File: src/rtl/pci_par_pkg.sv
package pci_par_pkg;

  // Strobes from control to datapath: which check applies to the
  // lines captured on the previous clock.
  typedef struct packed {
    logic chkAddr;
    logic chkData;
  } parStrobe_t;

endpackage

File: src/rtl/pci_par_ctrl.sv
module pci_par_ctrl
  import pci_par_pkg::*;
#(
  parameter int CBE_W = 4,
  parameter logic [CBE_W-1:0] SPECIAL_CMD = 4'h1
) (
  input  logic             clk,
  input  logic             rstN,
  input  logic [CBE_W-1:0] cbeN,
  input  logic             frameN,
  input  logic             irdyN,
  input  logic             trdyN,
  input  logic             claimed,
  input  logic             isRcvr,
  output parStrobe_t       stb
);

  logic             prevFrameN;
  logic [CBE_W-1:0] cmdQ;
  logic             addrPhase;
  logic             isSpecial;
  logic             dataDone;
  logic             dataQual;

  // First clock of FRAME# low marks the address phase.
  assign addrPhase = prevFrameN & ~frameN;
  assign isSpecial = (cmdQ == SPECIAL_CMD);
  assign dataDone  = ~irdyN & ~trdyN;
  assign dataQual  = dataDone & claimed & isRcvr & ~isSpecial;

  always_ff @(posedge clk) begin
    if (!rstN) begin
      prevFrameN  <= 1'b1;
      cmdQ        <= '0;
      stb.chkAddr <= 1'b0;
      stb.chkData <= 1'b0;
    end else begin
      prevFrameN  <= frameN;
      if (addrPhase) cmdQ <= cbeN;
      stb.chkAddr <= addrPhase;
      stb.chkData <= dataQual;
    end
  end

endmodule

File: src/rtl/pci_par_dp.sv
module pci_par_dp
  import pci_par_pkg::*;
#(
  parameter int AD_W  = 32,
  parameter int CBE_W = 4
) (
  input  logic             clk,
  input  logic             rstN,
  input  logic [AD_W-1:0]  ad,
  input  logic [CBE_W-1:0] cbeN,
  input  logic             par,
  input  parStrobe_t       stb,
  input  logic             perrEn,
  input  logic             serrEn,
  output logic             perrOe,
  output logic             perrVal,
  output logic             serrOe,
  output logic             serrVal,
  output logic             stsParityDet,
  output logic             stsSysErr
);

  localparam int LINES_W = AD_W + CBE_W;

  logic [LINES_W-1:0] lines;
  logic [LINES_W-1:0] foldChain;
  logic               lineXorQ;
  logic               mismatch;
  logic               addrErr;
  logic               dataErr;
  logic               perrLowNext;
  logic               perrAct;
  logic               perrTail;
  logic               serrAct;

  assign lines = {ad, cbeN};

  // Ripple fold of the parity over all covered lines.
  assign foldChain[0] = lines[0];
  generate
    for (genvar i = 1; i < LINES_W; i++) begin : g_fold
      assign foldChain[i] = foldChain[i-1] ^ lines[i];
    end
  endgenerate

  assign mismatch    = lineXorQ ^ par;
  assign addrErr     = stb.chkAddr & mismatch;
  assign dataErr     = stb.chkData & mismatch;
  assign perrLowNext = dataErr & perrEn;

  always_ff @(posedge clk) begin
    if (!rstN) begin
      lineXorQ     <= 1'b0;
      perrAct      <= 1'b0;
      perrTail     <= 1'b0;
      serrAct      <= 1'b0;
      stsParityDet <= 1'b0;
      stsSysErr    <= 1'b0;
    end else begin
      lineXorQ     <= foldChain[LINES_W-1];
      perrAct      <= perrLowNext;
      perrTail     <= perrAct & ~perrLowNext;
      serrAct      <= addrErr & serrEn;
      stsParityDet <= stsParityDet | addrErr | dataErr;
      stsSysErr    <= stsSysErr | addrErr;
    end
  end

  assign perrOe  = perrAct | perrTail;
  assign perrVal = ~perrAct;
  assign serrOe  = serrAct;
  assign serrVal = ~serrAct;

endmodule

File: src/rtl/pci_parity_reporter.sv
module pci_parity_reporter
  import pci_par_pkg::*;
#(
  parameter int AD_W  = 32,
  parameter int CBE_W = 4,
  parameter logic [CBE_W-1:0] SPECIAL_CMD = 4'h1
) (
  input  logic             clk,
  input  logic             rstN,
  input  logic [AD_W-1:0]  ad,
  input  logic [CBE_W-1:0] cbeN,
  input  logic             par,
  input  logic             frameN,
  input  logic             irdyN,
  input  logic             trdyN,
  input  logic             claimed,
  input  logic             isRcvr,
  input  logic             perrEn,
  input  logic             serrEn,
  output logic             perrOe,
  output logic             perrVal,
  output logic             serrOe,
  output logic             serrVal,
  output logic             stsParityDet,
  output logic             stsSysErr
);

  parStrobe_t stb;

  pci_par_ctrl #(
    .CBE_W      (CBE_W),
    .SPECIAL_CMD(SPECIAL_CMD)
  ) u_ctrl (
    .clk    (clk),
    .rstN   (rstN),
    .cbeN   (cbeN),
    .frameN (frameN),
    .irdyN  (irdyN),
    .trdyN  (trdyN),
    .claimed(claimed),
    .isRcvr (isRcvr),
    .stb    (stb)
  );

  pci_par_dp #(
    .AD_W (AD_W),
    .CBE_W(CBE_W)
  ) u_dp (
    .clk         (clk),
    .rstN        (rstN),
    .ad          (ad),
    .cbeN        (cbeN),
    .par         (par),
    .stb         (stb),
    .perrEn      (perrEn),
    .serrEn      (serrEn),
    .perrOe      (perrOe),
    .perrVal     (perrVal),
    .serrOe      (serrOe),
    .serrVal     (serrVal),
    .stsParityDet(stsParityDet),
    .stsSysErr   (stsSysErr)
  );

endmodule

File: config.mk
export PLATFORM = sky130hd
export DESIGN_NAME = pci_parity_reporter
export DESIGN_NICKNAME = d
export VERILOG_FILES = /design/src/rtl/pci_par_pkg.sv /design/src/rtl/pci_par_ctrl.sv /design/src/rtl/pci_par_dp.sv /design/src/rtl/pci_parity_reporter.sv
export SDC_FILE = /design/constraint.sdc
export NUM_CORES = 1
export LEC_CHECK = 0
export BUFFER_PORTS_ARGS = -buffer_cell sky130_fd_sc_hd__buf_2
export CAP_MARGIN = 0
export CORE_AREA = 2 2 54 56
export DETAILED_ROUTE_END_ITERATION = 12
export DIE_AREA = 0 0 56 58
export GPL_ROUTABILITY_DRIVEN = 0
export PLACE_DENSITY = 0.59
export SLEW_MARGIN = 20
export SYNTH_ARGS = -nofsm -noshare
export SYNTH_HDL_FRONTEND = slang
export SYNTH_HIERARCHICAL = 1
export SYNTH_SLANG_ARGS = --single-unit
File: constraint.sdc
create_clock -name clk -period 3.65 [get_ports clk]
set_clock_uncertainty 0.05 [all_clocks]
set_input_delay 0.1825 -clock clk [delete_from_list [all_inputs] [get_ports clk]]
set_output_delay 0.1825 -clock clk [all_outputs]
set_load 0.005 [all_outputs]
; ---- After elaboration in Yosys (flattened, before gate mapping)
; Cells that the tools add are included.
[op_classes]
n_eq_ne = 1
bitwise = 57
[op_table]
columns = cell, n
row1 = $xor A1 B1 Y1, 36
row2 = $and A1 B1 Y1, 10
row3 = $not A1 Y1, 7
row4 = $eq A4 B1 Y1 const B, 1
row5 = $or A1 B1 Y1, 4
[word_totals]
register_bits = 13
in_bits = 46
output_inout_bits = 6
word_cells = 68

; ---- Longest topological paths before layout
; Gate-level depths: netlist of run 1.
[depth]
depth_word = 35
mapped_depth = 5
ltp_nobuf = 5

; ---- Cells and area by module
; Netlist of run 1, hierarchy kept.
[by_module_without_submodules]
columns = mod, instances, cells_per_inst, area_per_inst_um2, seq_area_each_um2
row1 = pci_par_dp, 1, 57, 524.3, 120.1
row2 = pci_par_ctrl, 1, 23, 266.5, 140.1

; ---- Worst setup path before layout of run 1
; Ideal clock, no wire load.
[synth_timing]
path_type = input port to flip-flop
from = input port ad[26]
to = register u_dp.lineXorQ
setup_ps = 72
arrival_ps = 1254
setup_slack_ps = 2275
cell_stages = 5
n_path_buf = 0
path_cell_list = xor2_1 -> xnor2_1 -> xnor3_1 -> or2_2 -> mux2i_1
[synth_between]
elab_chain_len = 6
[synth_lines]
columns = element, line_no
row1 = from (decl), pci_parity_reporter.sv:10  ; input logic [AD_W-1:0] ad,
row2 = $xor A1 B1 Y1 (6 in series), pci_par_dp.sv:42  ; assign foldChain[i] = foldChain[i-1] ^ lines[i];
row3 = to (signal assigned), pci_par_dp.sv:60  ; lineXorQ <= foldChain[LINES_W-1];
row4 = to (decl), pci_par_dp.sv:27  ; logic lineXorQ;
; Every way passes these cells.
; A chain may end at the register's enable or synchronous reset.

; ---- Final worst setup path of run 1
; Ends and elaborated chain as after synthesis.

==> results of run 1 <==
## stage by stage
| stage | cells | util, % |
|---|---|---|
| after floorplan | 80 | - |
| after global placement | 161 | 40.3 |
| after detailed placement | 161 | 40.3 |
| after CTS | 165 | 41.3 |
| after global routing | 165 | 41.3 |
| final | 165 | 41.3 |
## worst register-to-register path, stage by stage, from the launching register on
cell and delay [ns]:
dfxtp_1 0.33, nor2b_4 0.22, mux2i_1 0.22, nor2b_1 0.07
## final timing paths
check | from | to | cells after the start
worst min register to register | u_ctrl/prevFrameN$_SDFF_PN1_ | u_ctrl/stb[1]$_SDFF_PN0_ | 2
worst max register to register | u_ctrl/prevFrameN$_SDFF_PN1_ | u_ctrl/cmdQ[1]$_SDFFE_PN0P_ | 3
worst min-delay path | irdyN | u_ctrl/stb[0]$_SDFF_PN0_ | 2
worst max-delay path | ad[26] | u_dp/lineXorQ$_SDFF_PN0_ | 6
## layout by cell type (no fill, tap or decap), types with 2 or more instances in the layout
cell type / Yosys / layout
inv_1: 5 / 5
mux2i_1: 5 / 5
dfxtp_1: 13 / 13
xnor2_1: 26 / 26
nor2b_1: 4 / 4
clkbuf_4: 0 / 3
nand2_1: 4 / 4
xnor3_1: 2 / 2
xor2_1: 5 / 5
nor2_1: 4 / 4
buf_2: 0 / 51
a21oi_1: 2 / 2
or2_2: 2 / 2
## cell families after synthesis
kind of cell | count (synthesis) | share of synthesized area, %
muxes | 5 | 6.33
AOI/OAI and AO/OA | 4 | 3.01
buffers and inverters | 6 | 3.80
and+or+nand+nor | 19 | 13.9
xor gates and xnor gates | 33 | 40.0
DFF | 13 | 32.9
## registers in the layout, indices dropped and copies added, names as in the netlist
signal             count
u_ctrl/cmdQ            4
u_ctrl/stb             2
u_ctrl/prevFrameN      1
u_dp/lineXorQ          1
u_dp/perrAct           1
u_dp/perrTail          1
u_dp/serrOe            1
u_dp/stsParityDet      1
u_dp/stsSysErr         1
## power groups by stage
stage,clock (mW),combinational [mW],sequential [mW]
finish,0.0863,0.169,0.159
global route,0.0959,0.186,0.161
CTS,0.0906,0.171,0.159
detailed placement,0,0.170,0.163
global placement,0,0.166,0.162
floorplan,0,0.124,0.162
## routing by layer
layer | GRT usage [%] | routed length, um
met5 | 0 | 0
met4 | 3.06 | 0
met3 | 3.13 | 115
met2 | 22.5 | 886
met1 | 11.0 | 614
## final cells by class
class / count / area (um2) / area share, %
Timing Repair Buffer: 51 / 255 / 23.2
Multi-Input combinational cell: 61 / 500 / 45.5
Sequential cell: 13 / 260 / 23.7
Clock buffer: 4 / 26.3 / 2.39
Inverter: 5 / 18.8 / 1.71
Tap cell: 31 / 38.8 / 3.53
==> implementation parameters, run 1 <==
Parameter                              Value

Critical path
  CP max stage delay    0.43 ns
  CP arrival    1.44 ns
  Kind of cell adding the most delay to the critical path    XOR/XNOR gates
  Critical path required time    3.80 ns
  Worst-path cell with the longest stage delay    xnor3_1
  Flop-to-flop setup slack    2.66 ns
  Endpoint class of the critical path    flip-flop
  Critical-path maximum fanout    2
  Critical Path, Cell by Cell    buf_2 > xor2_1 > xnor2_1 > xnor3_1 > or2_2 > mux2i_1
  Path type of the worst setup path    in -> reg
  Number of buffer and inverter stages on the critical path    1
  Worst setup SP type    input port

Job
  Max Cap Violations    0

Timing
  Clock period minus worst slack    1.29 ns
  Unrepaired setup endpoints after global routing    no
  Max-slew violation count    0
  Max Clk Rate    777 MHz
  Rel. slew slack    81.2%
  Final setup viols    0
  Final-layout setup total negative slack    0 ns
  Final hold violation count    0
  WHS    0.0160 ns
  Slew at the pin closest to its max-slew limit    0.281 ns
  PnR worst setup slack    2.36 ns
  Share of the clock period used by the worst path    35.3%

Clock tree
  TritonCTS clock tree    built
  Clk sinks    13
  Clock insertion delay at the later pin of the skew report    0.27 ns
  Number of buffers added for setup after CTS    0
  Clock root cell    clkbuf_4
  Clock transition at the registers of the reported paths    0.08 ns
  Number of buffers on the longest clock path    2
  H-Tree Depth    1
  CTS Hold Bufs    0
  CTS-repair resized insts    0
  Number of buffers created by CTS    3

Floorplan
  Standard cell core area    2660 um2
  Die height    58 um
  Die Footprint    3250 um2
  Standard-cell rows    19
  Horizontal die dimension    56 um
  Initial core utilization    29.7%
  Number of placed I/O pins    52

Detailed routing
  Residual DRC count    0
  Number of vias per cell after detailed routing    4.21
  Number of nets with antenna violations after detailed routing    0
  Avg WL per Cell    9.79 um
  Total number of vias    695
  Initial drt markers    19
  Routed wire length    1.62 mm
  1st-pass router iterations    3

Pwr
  NetSw    0.114 mW
  Worst voltage drop across the vdd grid    0.268 mV
  Power Total    0.415 mW
  Switching portion of total power    27.6%
  P per Cell Area    377 nW/um2
  Leak Pwr    0.519 nW
  Part of the power in the clock network    20.8%
  Internal power    0.300 mW
  Register share of total power    38.4%
  Gate power share    40.8%

Global routing
  Pin count of the biggest net entering global routing    10
  First-pass GRT wire length    2.89 mm
  Via count of the first global-routing pass    749
  Overall global routing resource usage    11.2%
  Number of antenna violations at the first check in global routing    0
  Global route total overflow    0

Yosys
  Most used flip-flop cell after synthesis    dfxtp_1
  Number of warning messages in the yosys log    6
  Sequential area share after synthesis    32.9%
  Cells taking the most area after synthesis    dfxtp_1, xnor2_1, mux2i_1
  Mapped Cells    80
  Number of distinct standard cells referenced by the synthesized netlist    19
  Cell types with the highest counts after synthesis    xnor2_1, dfxtp_1, inv_1, mux2i_1, xor2_1
  Library cell occupying the most area in the post-synthesis netlist    dfxtp_1
  Portion of synthesized cell area occupied by the leading cell type    32.9%
  Area of the mapped netlist    791 um2
  Ys async rst share    0%
  EDFF count, synth    0
  Per-instance average area after synthesis    9.88 um2
  Net count of the mapped netlist    126
  FF+latch count, synth    13
  Most common cell in the synthesized netlist    xnor2_1

Hold path
  Worst hold path class    in -> reg

Placement
  DP Area    1070 um2
  Post-placement worst setup slack    2.10 ns
  DP Wirelength    1.45 mm
  Port Buf Inserts    51

Finish
  Final cell area excluding filler cells    1100 um2
  Final-stage net count    181
  Layout overhead on the synthesized area    39.1%
  Share of post-route cells with drive strength above 1    42.5%
  Fillers    296
  N_diodes    0

Outcome
  Outcome    finished clean
Power figures use the tool's default switching activity.
==> inputs of run 2 (changes only) <==
--- a/config.mk
+++ b/config.mk
@@ -5,13 +5,14 @@
 export SDC_FILE = /design/constraint.sdc
 export NUM_CORES = 1
 export LEC_CHECK = 0
+export ABC_AREA = 1
 export BUFFER_PORTS_ARGS = -buffer_cell sky130_fd_sc_hd__buf_2
 export CAP_MARGIN = 0
-export CORE_AREA = 2 2 54 56
+export CORE_AREA = 2 2 61 63
 export DETAILED_ROUTE_END_ITERATION = 12
-export DIE_AREA = 0 0 56 58
+export DIE_AREA = 0 0 63 65
 export GPL_ROUTABILITY_DRIVEN = 0
-export PLACE_DENSITY = 0.59
+export PLACE_DENSITY = 0.56
 export SLEW_MARGIN = 20
 export SYNTH_ARGS = -nofsm -noshare
 export SYNTH_HDL_FRONTEND = slang
==> constraint.sdc (replaced) <==
create_clock -name clk -period 1.25 [get_ports clk]
set_clock_uncertainty 0.05 [all_clocks]
set_input_delay 0.0625 -clock clk [delete_from_list [all_inputs] [get_ports clk]]
set_output_delay 0.0625 -clock clk [all_outputs]
set_load 0.005 [all_outputs]
==> implementation parameters, run 2 <==
Parameter                              Value

Detailed routing
  Number of vias per cell after detailed routing    3.99
  Residual DRC count    0
  1st-pass router iterations    4
  Avg WL per Cell    6.66 um
  Initial drt markers    10
  Routed wire length    1.85 mm
  Number of nets with antenna violations after detailed routing    0
  Total number of vias    1104

Floorplan
  Die height    65 um
  Number of placed I/O pins    52
  Die Footprint    4100 um2
  Standard-cell rows    22
  Initial core utilization    29.3%
  Standard cell core area    3500 um2
  Horizontal die dimension    63 um

Timing
  Share of the clock period used by the worst path    88.8%
  Unrepaired setup endpoints after global routing    no
  Final hold violation count    0
  WHS    0.0155 ns
  Max Clk Rate    901 MHz
  Slew at the pin closest to its max-slew limit    0.227 ns
  Final setup viols    0
  Final-layout setup total negative slack    0 ns
  Rel. slew slack    84.8%
  Max-slew violation count    0
  Clock period minus worst slack    1.11 ns

Pwr
  Part of the power in the clock network    21.5%
  Worst voltage drop across the vdd grid    0.358 mV
  Switching portion of total power    33.2%
  Gate power share    39.4%
  NetSw    0.392 mW
  Register share of total power    39.1%
  Leak Pwr    0.830 nW
  Internal power    0.787 mW
  P per Cell Area    846 nW/um2

Clock tree
  Number of buffers created by CTS    3
  Clock transition at the registers of the reported paths    0.07 ns
  Number of buffers on the longest clock path    2
  CTS-repair resized insts    0
  Clock insertion delay at the later pin of the skew report    0.27 ns
  Clock root cell    clkbuf_4
  Number of buffers added for setup after CTS    0
  TritonCTS clock tree    built
  H-Tree Depth    1
  Clk sinks    13

Finish
  Top register by number of flip-flops    u_ctrl/cmdQ
  Layout overhead on the synthesized area    36.1%
  Share of post-route cells with drive strength above 1    30.6%
  Final-stage net count    276
  Largest registers in the final layout    u_ctrl/cmdQ x4, u_ctrl/stb x2
  Most common cell after layout, fill and taps aside    nand2_1
  Leading cell types in the layout, fill and taps excluded    nand2_1, buf_2, inv_1, nor2_1, nand3_1
  Flip-flop count of the largest register, all copies and words added    4
  Share of the core filled with cells    39.8%
  N_diodes    0
  Final cell area excluding filler cells    1390 um2

Yosys
  EDFF count, synth    0
  Sequential area share after synthesis    25.4%
  Cells taking the most area after synthesis    dfxtp_1, nand2_1, inv_1
  Ys async rst share    0%
  Library cell occupying the most area in the post-synthesis netlist    dfxtp_1
  FF+latch count, synth    13
  Area of the mapped netlist    1020 um2
  Most used flip-flop cell after synthesis    dfxtp_1
  Number of distinct standard cells referenced by the synthesized netlist    18
  Mapped Cells    171
  Number of warning messages in the yosys log    6
  Net count of the mapped netlist    217
  Most common cell in the synthesized netlist    nand2_1
  Portion of synthesized cell area occupied by the leading cell type    25.4%
  Per-instance average area after synthesis    5.99 um2
  Cell types with the highest counts after synthesis    nand2_1, inv_1, nand3_1, nor2_1, dfxtp_1

Critical path
  Beginning of the critical path    u_dp/perrAct$_SDFF_PN0_
  Critical-path maximum fanout    3
  CP arrival    1.00 ns
  Worst setup SP type    flip-flop
  Path type of the worst setup path    reg -> out
  Endpoint class of the critical path    output port
  FF-to-FF Start    u_dp/lineXorQ$_SDFF_PN0_
  Critical path required time    1.14 ns

Placement
  DP Wirelength    1.64 mm
  DP Area    1350 um2
  Port Buf Inserts    51

Global routing
  Global route total overflow    0
  Number of antenna violations at the first check in global routing    0
  Routing usage on met2    19.4%
  Via count of the first global-routing pass    959
  Most crowded layer after global routing    met2
  Overall global routing resource usage    10.3%
  Met3 track demand over resource in global routing    2.08%
  First-pass GRT wire length    3.50 mm
  Routing usage on met1    11.5%
  Pin count of the biggest net entering global routing    11

Hold path
  Worst hold path class    in -> reg
  Start point of the worst min-delay path    irdyN

Job
  Max Cap Violations    0

Outcome
  Outcome    finished clean
## run 2: power by group through the flow
| stage | clock (mW) | sequential, mW | combinational (mW) |
|---|---|---|---|
| after floorplan | 0 | 0.470 | 0.324 |
| after global placement | 0 | 0.470 | 0.463 |
| after detailed placement | 0 | 0.471 | 0.467 |
| after CTS | 0.266 | 0.461 | 0.473 |
| after global routing | 0.292 | 0.465 | 0.547 |
| final | 0.253 | 0.460 | 0.464 |
## run 2: repair_timing
action,CTS,global route
hold buffers,2,0
endpoints found under the setup margin,0,0
hold endpoints to repair,2,0
## run 2: path summary, 6_finish.rpt
check	cells past startpoint	endpoint	slack, ns
worst max-delay path	2	perrOe	0.14
worst min-delay path	4	u_ctrl/stb[0]$_SDFF_PN0_	0.02
worst max register to register	5	u_dp/perrTail$_SDFF_PN0_	0.38
worst min register to register	2	u_dp/stsSysErr$_SDFF_PN0_	0.40
## run 2: layout make-up
cell class                      instances  area, um2
Clock buffer                            4       26.3
Fill cell                             406       2100
Inverter                               37        139
Multi-Input combinational cell        121        624
Sequential cell                        13        260
Tap cell                               48       60.1
Timing Repair Buffer                   54        283
## run 2: routing by layer
| layer | share of wire (%) | wire length, um |
|---|---|---|
| met1 | 46 | 843 |
| met2 | 47 | 859 |
| met3 | 6.3 | 117 |
| met4 | 1.4 | 25 |
| met5 | 0 | 0 |
## run 2: critical path, stage by stage, from the launching register on
cell	delay, ns
dfxtp_1	0.32
or2_2	0.28
buf_2	0.12
## run 2: logic make-up (layout without fill, tap and decap cells)
group | after synthesis | after routing | synth area share [%]
compound gates | 3 | 3 | 1.59
xor+xnor | 19 | 19 | 16.3
buf+inv | 37 | 95 | 13.6
flops | 13 | 13 | 25.4
simple gates | 99 | 99 | 43.2
## run 2: stage by stage
stage          setup slack (ns)  std cells  power, mW
2_1_floorplan             0.169        171      0.794
3_3_place_gp            -0.0138        271      0.933
3_5_place_dp            -0.0244        271      0.938
4_1_cts                   0.120        277       1.20
5_1_grt                  0.0858        277       1.31
6_report                  0.140        277       1.18
==> inputs of run 3 (changes only) <==
--- a/config.mk
+++ b/config.mk
@@ -6,9 +6,10 @@
 export NUM_CORES = 1
 export LEC_CHECK = 0
 export ABC_AREA = 1
-export BUFFER_PORTS_ARGS = -buffer_cell sky130_fd_sc_hd__buf_2
+export BUFFER_PORTS_ARGS = -buffer_cell sky130_fd_sc_hd__buf_4
 export CAP_MARGIN = 0
 export CORE_AREA = 2 2 61 63
+export CTS_CLUSTER_DIAMETER = 40
 export DETAILED_ROUTE_END_ITERATION = 12
 export DIE_AREA = 0 0 63 65
 export GPL_ROUTABILITY_DRIVEN = 0
==> implementation parameters, run 3 (synthesized netlist as in run 2, its figures left out) <==
Parameter                              Value

Global routing
  Global route total overflow    0
  Met3 track demand over resource in global routing    2.26%
  Overall global routing resource usage    9.59%
  Routing usage on met1    10.2%
  Routing usage on met2    18.0%
  Via count of the first global-routing pass    917
  Number of antenna violations at the first check in global routing    0
  First-pass GRT wire length    3.24 mm
  Pin count of the biggest net entering global routing    11
  Most crowded layer after global routing    met2

Pwr
  NetSw    0.383 mW
  Internal power    0.829 mW
  Part of the power in the clock network    20.1%
  Gate power share    41.9%
  Register share of total power    38.0%
  Leak Pwr    0.868 nW
  Power Total    1.21 mW
  P per Cell Area    801 nW/um2
  Switching portion of total power    31.6%
  Worst voltage drop across the vdd grid    0.242 mV

Floorplan
  Horizontal die dimension    63 um
  Standard cell core area    3500 um2
  Initial core utilization    29.3%
  Standard-cell rows    22
  Die Footprint    4100 um2
  Die height    65 um
  Number of placed I/O pins    52

Critical path
  Flop-to-flop setup slack    0.39 ns
  CP arrival    1.00 ns
  Critical path required time    1.14 ns
  Reg2reg end    u_dp/stsParityDet$_SDFF_PN0_
  FF-to-FF Start    u_dp/lineXorQ$_SDFF_PN0_
  Beginning of the critical path    u_dp/perrAct$_SDFF_PN0_
  Endpoint class of the critical path    output port
  Worst setup SP type    flip-flop
  Path type of the worst setup path    reg -> out
  Worst Reg2Reg Path Length in Cells    4
  Critical-path maximum fanout    3

Finish
  Fillers    395
  Top register by number of flip-flops    u_ctrl/cmdQ
  Final-stage net count    275
  Share of post-route cells with drive strength above 1    30.3%
  N_diodes    0
  Share of the core filled with cells    43.3%
  Layout overhead on the synthesized area    47.8%
  Flip-flop count of the largest register, all copies and words added    4
  Most common cell after layout, fill and taps aside    nand2_1
  Leading cell types in the layout, fill and taps excluded    nand2_1, buf_4, inv_1, nor2_1, nand3_1
  Largest registers in the final layout    u_ctrl/cmdQ x4, u_ctrl/stb x2

Timing
  Final hold violation count    0
  Max Clk Rate    896 MHz
  Share of the clock period used by the worst path    89.3%
  Max-slew violation count    0
  Slew at the pin closest to its max-slew limit    0.216 ns
  Unrepaired setup endpoints after global routing    no
  Final setup viols    0
  Rel. slew slack    85.5%
  Clock period minus worst slack    1.12 ns

Detailed routing
  Number of nets with antenna violations after detailed routing    0
  Routed wire length    1.85 mm
  Avg WL per Cell    6.69 um
  Number of vias per cell after detailed routing    3.87
  Total number of vias    1067
  Initial drt markers    30
  Residual DRC count    0
  1st-pass router iterations    4

Hold path
  Cells on Worst Hold Path    3
  Min-Delay Endpoint    u_ctrl/prevFrameN$_SDFF_PN1_
  Start point of the worst min-delay path    frameN
  Worst hold path class    in -> reg

Clock tree
  Number of buffers created by CTS    3
  Number of buffers on the longest clock path    2
  H-Tree Depth    1
  CTS-repair resized insts    0
  Clock transition at the registers of the reported paths    0.07 ns
  Clk sinks    13
  Clock insertion delay at the later pin of the skew report    0.26 ns
  Clock root cell    clkbuf_4
  TritonCTS clock tree    built
  CTS Hold Bufs    2
  Number of buffers added for setup after CTS    0

Placement
  DP Wirelength    1.64 mm
  Port Buf Inserts    51

Outcome
  Outcome    finished clean

Job
  Max Cap Violations    0
==> run 3: power groups by stage <==
stage                     sequential, mW  combinational (mW)  clock (mW)
after floorplan                    0.470               0.324           0
after global placement             0.471               0.505           0
after detailed placement           0.471               0.508           0
after CTS                          0.461               0.514       0.256
after global routing               0.464               0.582       0.283
final                              0.461               0.508       0.243
==> run 3: cell type report <==
| class | instances | area (um2) | area share, % |
|---|---|---|---|
| Multi-Input combinational cell | 121 | 624 | 41.3 |
| Timing Repair Buffer | 53 | 403 | 26.6 |
| Clock buffer | 4 | 26.3 | 1.74 |
| Sequential cell | 13 | 260 | 17.2 |
| Inverter | 37 | 139 | 9.18 |
| Tap cell | 48 | 60.1 | 3.97 |
==> run 3: worst max path at each step <==
stage                                          end  slack (ns)  cells after the start
after floorplan           u_dp/lineXorQ$_SDFF_PN0_        0.17                     12
after global placement    u_dp/lineXorQ$_SDFF_PN0_       -0.04                     15
after detailed placement  u_dp/lineXorQ$_SDFF_PN0_       -0.04                     15
after CTS                                   perrOe        0.12                      2
after global routing                        perrOe        0.08                      2
final                                       perrOe        0.13                      2
==> run 3: worst max-delay path, cell delays in order (launching register included) <==
cell and delay (ns):
dfxtp_1 0.32, or2_2 0.29, buf_4 0.13
==> run 3: layer usage <==
metal  part of all wire [%]  vias to the layer above
met5                      0                        -
met4                   0.65                        0
li1                       -                      619
met1                     46                      414
met2                     46                       32
met3                    7.1                        2
==> run 3: stage by stage <==
stage / worst slack, ns / hold WS, ns / TNS [ns] / instance area [um2] / std cells
detailed placement: -0.0422 / 0.248 / -0.0422 / 1470 / 270
finish: 0.134 / 0.00523 / 0 / 1510 / 276
global route: 0.0804 / 0.00281 / 0 / 1510 / 276
floorplan: 0.169 / 0.102 / 0 / 1020 / 171
global placement: -0.0443 / 0.255 / -0.0443 / 1470 / 270
CTS: 0.122 / 0.000971 / 0 / 1510 / 276
